==> src/rtl/wagg_pkg.sv <==
package wagg_pkg;

    localparam int unsigned DW = 32;

    typedef logic [DW-1:0] word_t;

    typedef enum logic [0:0] {
        WS_EMPTY = 1'b0,
        WS_OPEN  = 1'b1
    } win_state_e;

    typedef struct packed {
        word_t cnt;
        word_t sum;
        word_t mn;
        word_t mx;
    } agg_t;

    localparam agg_t AGG_RESET = '{cnt: '0, sum: '0, mn: '1, mx: '0};

    function automatic word_t umin(input word_t a, input word_t b);
        return (a < b) ? a : b;
    endfunction

    function automatic word_t umax(input word_t a, input word_t b);
        return (a > b) ? a : b;
    endfunction

endpackage

==> src/rtl/wagg_bounds.sv <==
module wagg_bounds
    import wagg_pkg::*;
#(
    parameter int unsigned INST_IDX  = 1,
    parameter int unsigned RANGE_LEN = 600,
    parameter int unsigned SLIDE_LEN = 60,
    parameter int unsigned NUM_INST  = 11,
    parameter int unsigned START_TS  = 0
) (
    input  logic  clk,
    input  logic  rst_n,
    input  logic  in_valid,
    input  logic  in_punct,
    input  word_t in_ts,
    output logic  accept_o,
    output logic  close_o,
    output word_t end_o
);

    localparam word_t BEGIN0 = word_t'(START_TS + (INST_IDX - 1) * SLIDE_LEN);
    localparam word_t END0   = word_t'(BEGIN0 + RANGE_LEN);
    localparam word_t STEP   = word_t'(NUM_INST * SLIDE_LEN);

    word_t begin_q;
    word_t end_q;
    logic  in_win;
    logic  past_end;

    always_comb begin
        in_win   = (in_ts >= begin_q) && (in_ts < end_q);
        past_end = (in_ts >= end_q);
        accept_o = 1'b0;
        close_o  = 1'b0;
        if (in_punct) begin
            close_o = past_end;
        end else begin
            accept_o = in_valid && in_win;
        end
    end

    always_ff @(posedge clk) begin
        if (!rst_n) begin
            begin_q <= BEGIN0;
            end_q   <= END0;
        end else if (close_o) begin
            begin_q <= begin_q + STEP;
            end_q   <= end_q + STEP;
        end
    end

    assign end_o = end_q;


    acc_not_close_chk: assert property (@(posedge clk) disable iff (!rst_n)
        accept_o |-> !close_o);


    no_close_idle_chk: assert property (@(posedge clk) disable iff (!rst_n)
        !in_punct |-> !close_o);


    bound_step_chk: assert property (@(posedge clk) disable iff (!rst_n)
        close_o |=> (begin_q == $past(begin_q) + STEP) && (end_q == $past(end_q) + STEP));


    bound_hold_chk: assert property (@(posedge clk) disable iff (!rst_n)
        !close_o |=> $stable(begin_q) && $stable(end_q));

endmodule

==> src/rtl/wagg_accum.sv <==
module wagg_accum
    import wagg_pkg::*;
(
    input  logic  clk,
    input  logic  rst_n,
    input  logic  accept_i,
    input  logic  close_i,
    input  word_t val_i,
    output agg_t  agg_o
);

    win_state_e state_q, state_d;
    agg_t       agg_q, agg_d;
    agg_t       folded;

    always_comb begin
        folded.cnt = agg_q.cnt + word_t'(1);
        folded.sum = agg_q.sum + val_i;
        folded.mn  = umin(agg_q.mn, val_i);
        folded.mx  = umax(agg_q.mx, val_i);
    end

    always_comb begin
        state_d = state_q;
        unique case (state_q)
            WS_EMPTY: if (accept_i) state_d = WS_OPEN;
            WS_OPEN:  if (close_i)  state_d = WS_EMPTY;
        endcase
    end

    always_comb begin
        agg_d = agg_q;
        unique case (state_q)
            WS_EMPTY: begin
                if (accept_i) agg_d = folded;
                else          agg_d = AGG_RESET;
            end
            WS_OPEN: begin
                if (close_i)       agg_d = AGG_RESET;
                else if (accept_i) agg_d = folded;
            end
        endcase
    end

    always_ff @(posedge clk) begin
        if (!rst_n) state_q <= WS_EMPTY;
        else        state_q <= state_d;
    end

    always_ff @(posedge clk) begin
        if (!rst_n) agg_q <= AGG_RESET;
        else        agg_q <= agg_d;
    end

    assign agg_o = agg_q;


    empty_clean_chk: assert property (@(posedge clk) disable iff (!rst_n)
        (state_q == WS_EMPTY) |-> (agg_q.cnt == '0 && agg_q.sum == '0 && agg_q.mn == '1 && agg_q.mx == '0));


    count_inc_chk: assert property (@(posedge clk) disable iff (!rst_n)
        accept_i |=> agg_q.cnt == $past(agg_q.cnt) + word_t'(1));


    ignore_chk: assert property (@(posedge clk) disable iff (!rst_n)
        (!accept_i && !close_i) |=> $stable(agg_q));


    clear_chk: assert property (@(posedge clk) disable iff (!rst_n)
        close_i |=> (agg_q.cnt == '0 && agg_q.mn == '1 && state_q == WS_EMPTY));


    order_chk: assert property (@(posedge clk) disable iff (!rst_n)
        (state_q == WS_OPEN) |-> (agg_q.mn <= agg_q.mx));

endmodule

==> src/rtl/wagg_unit.sv <==
module wagg_unit
    import wagg_pkg::*;
#(
    parameter int unsigned INST_IDX  = 1,
    parameter int unsigned RANGE_LEN = 600,
    parameter int unsigned SLIDE_LEN = 60,
    parameter int unsigned NUM_INST  = 11,
    parameter int unsigned START_TS  = 0
) (
    input  logic          clk,
    input  logic          rst_n,
    input  logic          in_valid,
    input  logic          in_punct,
    input  logic [DW-1:0] in_ts,
    input  logic [DW-1:0] in_val,
    output logic          win_close,
    output logic [DW-1:0] win_end_ts,
    output logic [DW-1:0] res_count,
    output logic [DW-1:0] res_sum,
    output logic [DW-1:0] res_min,
    output logic [DW-1:0] res_max
);

    logic  accept;
    logic  close;
    word_t end_ts;
    agg_t  agg;

    wagg_bounds #(
        .INST_IDX (INST_IDX),
        .RANGE_LEN(RANGE_LEN),
        .SLIDE_LEN(SLIDE_LEN),
        .NUM_INST (NUM_INST),
        .START_TS (START_TS)
    ) u_bounds (
        .clk     (clk),
        .rst_n   (rst_n),
        .in_valid(in_valid),
        .in_punct(in_punct),
        .in_ts   (in_ts),
        .accept_o(accept),
        .close_o (close),
        .end_o   (end_ts)
    );

    wagg_accum u_accum (
        .clk     (clk),
        .rst_n   (rst_n),
        .accept_i(accept),
        .close_i (close),
        .val_i   (in_val),
        .agg_o   (agg)
    );

    assign win_close  = close;
    assign win_end_ts = end_ts;
    assign res_count  = agg.cnt;
    assign res_sum    = agg.sum;
    assign res_min    = agg.mn;
    assign res_max    = agg.mx;

endmodule

==> config.mk <==
export PLATFORM = sky130hd
export DESIGN_NAME = wagg_unit
export DESIGN_NICKNAME = d
export VERILOG_FILES = /design/src/rtl/wagg_pkg.sv /design/src/rtl/wagg_bounds.sv /design/src/rtl/wagg_accum.sv /design/src/rtl/wagg_unit.sv
export SDC_FILE = /design/constraint.sdc
export NUM_CORES = 1
export LEC_CHECK = 0
export BUFFER_PORTS_ARGS = -buffer_cell sky130_fd_sc_hd__buf_2
export CAP_MARGIN = 20
export CORE_MARGIN = 1.5
export CORE_UTILIZATION = 25
export DETAILED_ROUTE_END_ITERATION = 7
export GPL_ROUTABILITY_DRIVEN = 0
export HOLD_SLACK_MARGIN = 0.02
export SLEW_MARGIN = 30
export SYNTH_ARGS = -nofsm -noshare
export SYNTH_HDL_FRONTEND = slang
export SYNTH_SLANG_ARGS = --single-unit
==> constraint.sdc <==
create_clock -name clk -period 3.2 [get_ports clk]
set_input_delay 0.64 -clock clk [delete_from_list [all_inputs] [get_ports clk]]
set_output_delay 0.64 -clock clk [all_outputs]
set_load 0.01 [all_outputs]
# Yosys cells after proc, flatten, opt, wreduce, memory -nomap -nowiden
# Index checks and enable logic that the tools add are counted.
# op_classes
n_reduce_logical	2
n_bitwise	1
add_sub_neg	4
n_mux	11
order_cmp	5
eq_ne	1
# op_table
operator	n
128-bit two-way mux	3
128-bit case mux with 2 select lines	1
32-bit by 10-bit adder with 32-bit output, second input constant	2
32-bit greater-or-equal comparator	2
32-bit < comparator	2
32-bit two-way mux	2
32-bit by 1-bit adder with 32-bit output, second input constant	1
32-bit adder	1
32-bit > comparator	1
1-bit two-way mux	4
3-bit inequality test, second input constant	1
1-bit logical AND	2
1-bit case mux with 2 select lines	1
1-bit inverter	1
# word_totals
out_inout_bits	161
ff_bits	193
elab_cells	31
input_bits	68

# Logic depth before layout (Yosys ltp)
# logic_depth
depth_word	7
depth_mapped	13
mapped_depth_nobuf	12

# Cells and area by module
# Synthesis repeated with hierarchy kept, for this count alone.
# hier_totals
hier_cells	1442
hier_area_um2	12333.1
# modules_own_cells
mod	instances	area_each_um2	cells_per_inst	seq_area_each_um2
wagg_accum	1	7492.2	828	2582.5
wagg_bounds	1	4840.9	614	1201.2

# Worst setup path before layout
# Ideal clock, no wire load.
# synth_path
path_type	input port to flip-flop
from	in in_ts[6]
to	reg u_accum.agg_q (netlist bit u_accum.agg_o[100])
t_required_ns	3.072
path_stages	11
path_buffers	1
setup_slack_ns	0.039
arrival_ns	3.033
setup_ns	0.128
path_cell_list	ha_1 > a21oi_1 > a21boi_0 > o31a_1 > o31a_1 > o41a_1 > a211oi_2 > clkbuf_1 > nor2_1 > xnor2_1 > nor2_1
# synth_via
elab_chain_len	6
elab_cells_between_ends	11
classes_between	order compare: 3; eq/ne: 1; mux: 5; reduce/logical: 2
# synth_lines
item	line	source
start: declaration	wagg_unit.sv:14	input logic [DW-1:0] in_ts,
32-bit greater-or-equal comparator or 32-bit < comparator (tied branches)	wagg_bounds.sv:30	in_win = (in_ts >= begin_q) && (in_ts < end_q);
1-bit logical AND	wagg_bounds.sv:30	
1-bit logical AND	wagg_bounds.sv:37	accept_o = in_valid && in_win;
1-bit two-way mux	wagg_bounds.sv:34	if (in_punct) begin
128-bit two-way mux	wagg_accum.sv:35	if (accept_i) agg_d = folded;
128-bit case mux with 2 select lines	wagg_accum.sv:33	unique case (state_q)
end signal: assignment	wagg_accum.sv:52	else agg_q <= agg_d;
end: declaration	wagg_accum.sv:13	agg_t agg_q, agg_d;
# Parallel ways exist; a longest one is shown, timed or not.
# A chain may end at the register's enable or synchronous reset.

# Final worst setup path
# layout_path
from	reg u_bounds.end_q[9] (netlist: u_bounds.end_o[9])
to	out win_close
# layout_via
elab_chain_len	2
# layout_lines
item	line	source
start: declaration	wagg_bounds.sv:25	word_t end_q;
start signal: assignment	wagg_bounds.sv:47	end_q <= end_q + STEP;
32-bit greater-or-equal comparator	wagg_bounds.sv:31	past_end = (in_ts >= end_q);
1-bit two-way mux	wagg_bounds.sv:34	
end: declaration	wagg_unit.sv:16	output logic win_close,
# No other way between the ends.

==> key figures <==
Status
  – Status: complete, but fails checks
  – Failing checks: design-rule violations, negative setup slack

Global routing
  – First-pass GRT wire length: 58.6 mm
  – Met2 GRT Util: 0.266
  – GRT Total Usage: 0.154
  – Met1 usage: 0.186
  – GR Overflow Total: 0
  – Busiest grt layer: met2
  – Largest net degree at the start of global routing: 61
  – Vias in the first global route: 11200
  – Initial antenna violation count: 2
  – Grt met3 use: 0.0375

Hold path
  – Hold WC Path Type: in -> reg

Synth
  – Post-synthesis cell area: 11800 µm²
  – FF+latch count, synth: 189
  – Post-synth EDFFs: 0
  – Main synth FF type: dfxtp_1
  – Syn Area/Cell: 8.50 µm²
  – Post-Synthesis Cells: 1394
  – Sequential cell area fraction in the yosys report: 0.319
  – Total number of yosys warnings: 0
  – Yosys cell types: 67
  – Synth async-reset ratio: 0

STA
  – Worst Skew: 19.6 ps
  – Pins over their slew limit: 0
  – Final Hold Vio Count: 0
  – Worst-margin pin slew: 672 ps
  – Max Freq: 299 MHz
  – Setup violators final: 3
  – Min Clock Period, post-route: 3350 ps
  – Fin crit share: 1.05
  – Setup ws final: -145 ps
  – RSZ-0062 raised after global routing: yes
  – Relative slew slack: 0.551

Routing
  – DRC errors left: 18
  – Vias per cell: 4.81
  – 1st-pass router iterations: 7
  – Total number of vias: 11500
  – Drt total wl: 39.0 mm
  – Iteration-0 DRC count of the detailed router: 698
  – WL per Instance: 16.3 µm
  – Antenna Nets Post-Route: 0

Finish
  – Area of the multi-input gates: 7760 µm²
  – Final Core Density: 0.344
  – Layout fillers: 4836
  – FF/Latch Area: 3800 µm²
  – Most common cell after layout, fill and taps aside: buf_2
  – Layout area overhead: 35.3%
  – Finished Layout Cells: 2385
  – Layout net count: 1990
  – Layout cells sized above 1: 0.284
  – Most frequent cells in the layout: 228 x buf_2, 178 x dfxtp_1, 147 x buf_4

Critical path
  – CP Data Arrival Time: 2710 ps
  – FF-to-FF setup slack: -10 ps
  – Req. time, crit path: 2560 ps
  – Crit end category: output port
  – CP Launch Type: flop
  – Crit Path Category: reg -> out
  – Critical path fanouts, max: 3

Floorplan
  – I/O pin count: 229
  – Initial Utilization: 0.254
  – Rows: 79
  – Die height: 221 µm
  – Die Span X: 221 µm
  – Die area: 48700 µm²
  – Core ar.: 46700 µm²

Placement
  – PortBufs: 226
  – Post-Place Cells: 2330
  – DP HPWL: 29.6 mm
  – DP Worst Slack: -676 ps

Job
  – Max-cap violations: 0

Clocking
  – Clock sink total: 189
  – Buffer depth of the longest clock path: 2
  – CTS tree: done
  – Latest clock arrival within the worst-skew pair: 490 ps
  – Hold buffer count at CTS: 0
  – CTS buffer count: 17
  – Root buf cell: clkbuf_16
  – # H-tree levels: 4
  – Clock slew at reported path FFs: 80 ps

Pwr
  – Power Density: 351 nW/µm²
  – Leak: 7.20 nW
  – Worst VDD drop: 0.270 mV
  – Total power: 5.63 mW
worst max-delay path, stage by stage, from the launching register on:
cell and delay (ps):
dfxtp_2 320, inv_1 130, ha_4 220, a21o_1 170
nand3_1 70, a21oi_1 100, o31a_1 350, o41a_1 440
buf_4 160, buf_12 120, buf_2 130
sequential cells by signal, summed over array words and instances (netlist names):
signal,cells
u_bounds.begin_q,30
u_bounds.end_o,30
u_accum.agg_o,128
u_accum.state_q,1
final timing paths:
check	startpoint	to	depth (start not counted)
worst max-delay path	u_bounds.end_o[9]	win_close	10
worst min-delay path	in_val[31]	u_accum.agg_o[31]	3
worst max register to register	u_bounds.end_o[23]	u_accum.agg_o[110]	16
worst min register to register	u_accum.agg_o[95]	u_accum.agg_o[95]	2
layout make-up:
type | instances | area share
clock buffers | 17 | 0.0265
clock inverters | 15 | 0.00882
multi-input cells | 1044 | 0.484
inverters | 110 | 0.0261
repair buffers | 402 | 0.170
diodes | 1 | 0.000156
flip-flops and latches | 189 | 0.237
well taps | 607 | 0.0474
layer usage:
layer / routed length (µm) / up-vias
met5: 10 / -
met4: 737 / 2
met3: 1990 / 46
met2: 19100 / 288
met1: 17100 / 5427
li1: - / 5710
metrics by stage:
| stage | instance area, µm² | TNS (ps) | hold WS, ps |
|---|---|---|---|
| floorplan | 11900 | 0 | 491 |
| global placement | 14800 | -67200 | 459 |
| detailed placement | 14800 | -82810 | 465 |
| CTS | 15600 | -798 | 401 |
| global route | 16000 | -2280 | 438 |
| finish | 16000 | -154 | 437 |
where the power goes:
| group | leakage [nW] | internal (mW) | switching, mW |
|---|---|---|---|
| clock | 0.283 | 1.04 | 1.13 |
| combinational | 5.39 | 0.480 | 0.542 |
| sequential | 1.53 | 2.40 | 0.0414 |
cells by family (layout without fill, tap and decap cells):
group	Yosys count	count (layout)	synth area share
and+or+nand+nor	452	452	0.201
other	1	3	0.000316
muxes	3	3	0.00253
adders and majority gates	158	158	0.167
buffers and inverters	163	544	0.0539
xor gates and xnor gates	101	101	0.0747
AOI/OAI and AO/OA	327	328	0.181
DFF	189	189	0.319
cell usage after synthesis (all sizes together), types with 2 or more instances:
cell / instances / area share
nor3b: 3 / 0.0019
and4: 7 / 0.0054
and3: 15 / 0.0079
a32o: 2 / 0.0017
nor3: 17 / 0.0076
o21bai: 3 / 0.0019
clkbuf: 35 / 0.011
o211a: 2 / 0.0017
nor4: 14 / 0.0087
a21oi: 82 / 0.035
and2: 60 / 0.032
a22oi: 20 / 0.013
nand2b: 10 / 0.0053
or4: 3 / 0.0022
inv: 110 / 0.035
o21ai: 48 / 0.020
mux2i: 3 / 0.0025
nand2: 110 / 0.035
dfxtp: 189 / 0.32
a211o: 4 / 0.0030
o22ai: 32 / 0.017
o31a: 3 / 0.0022
or3: 13 / 0.0073
a2111oi: 2 / 0.0015
nor4b: 5 / 0.0050
o31ai: 6 / 0.0038
a21o: 33 / 0.021
ha: 157 / 0.17
nand4: 38 / 0.022
nand3: 30 / 0.013
o21a: 7 / 0.0044
a22o: 10 / 0.0074
nor2: 89 / 0.028
nor2b: 35 / 0.018
xor2: 16 / 0.012
a21boi: 10 / 0.0063
xnor2: 85 / 0.063
a211oi: 11 / 0.0074
o211ai: 42 / 0.027
buf: 18 / 0.0079
repair_timing:
action,4_1_cts,5_1_grt
resized for setup,29,61
setup buffers,6,8
gates cloned,1,10
endpoints found under the setup margin,162,132
hold endpoints to repair,0,0
pin swaps,29,12
No activity file was read; power rests on OpenSTA's default activity.
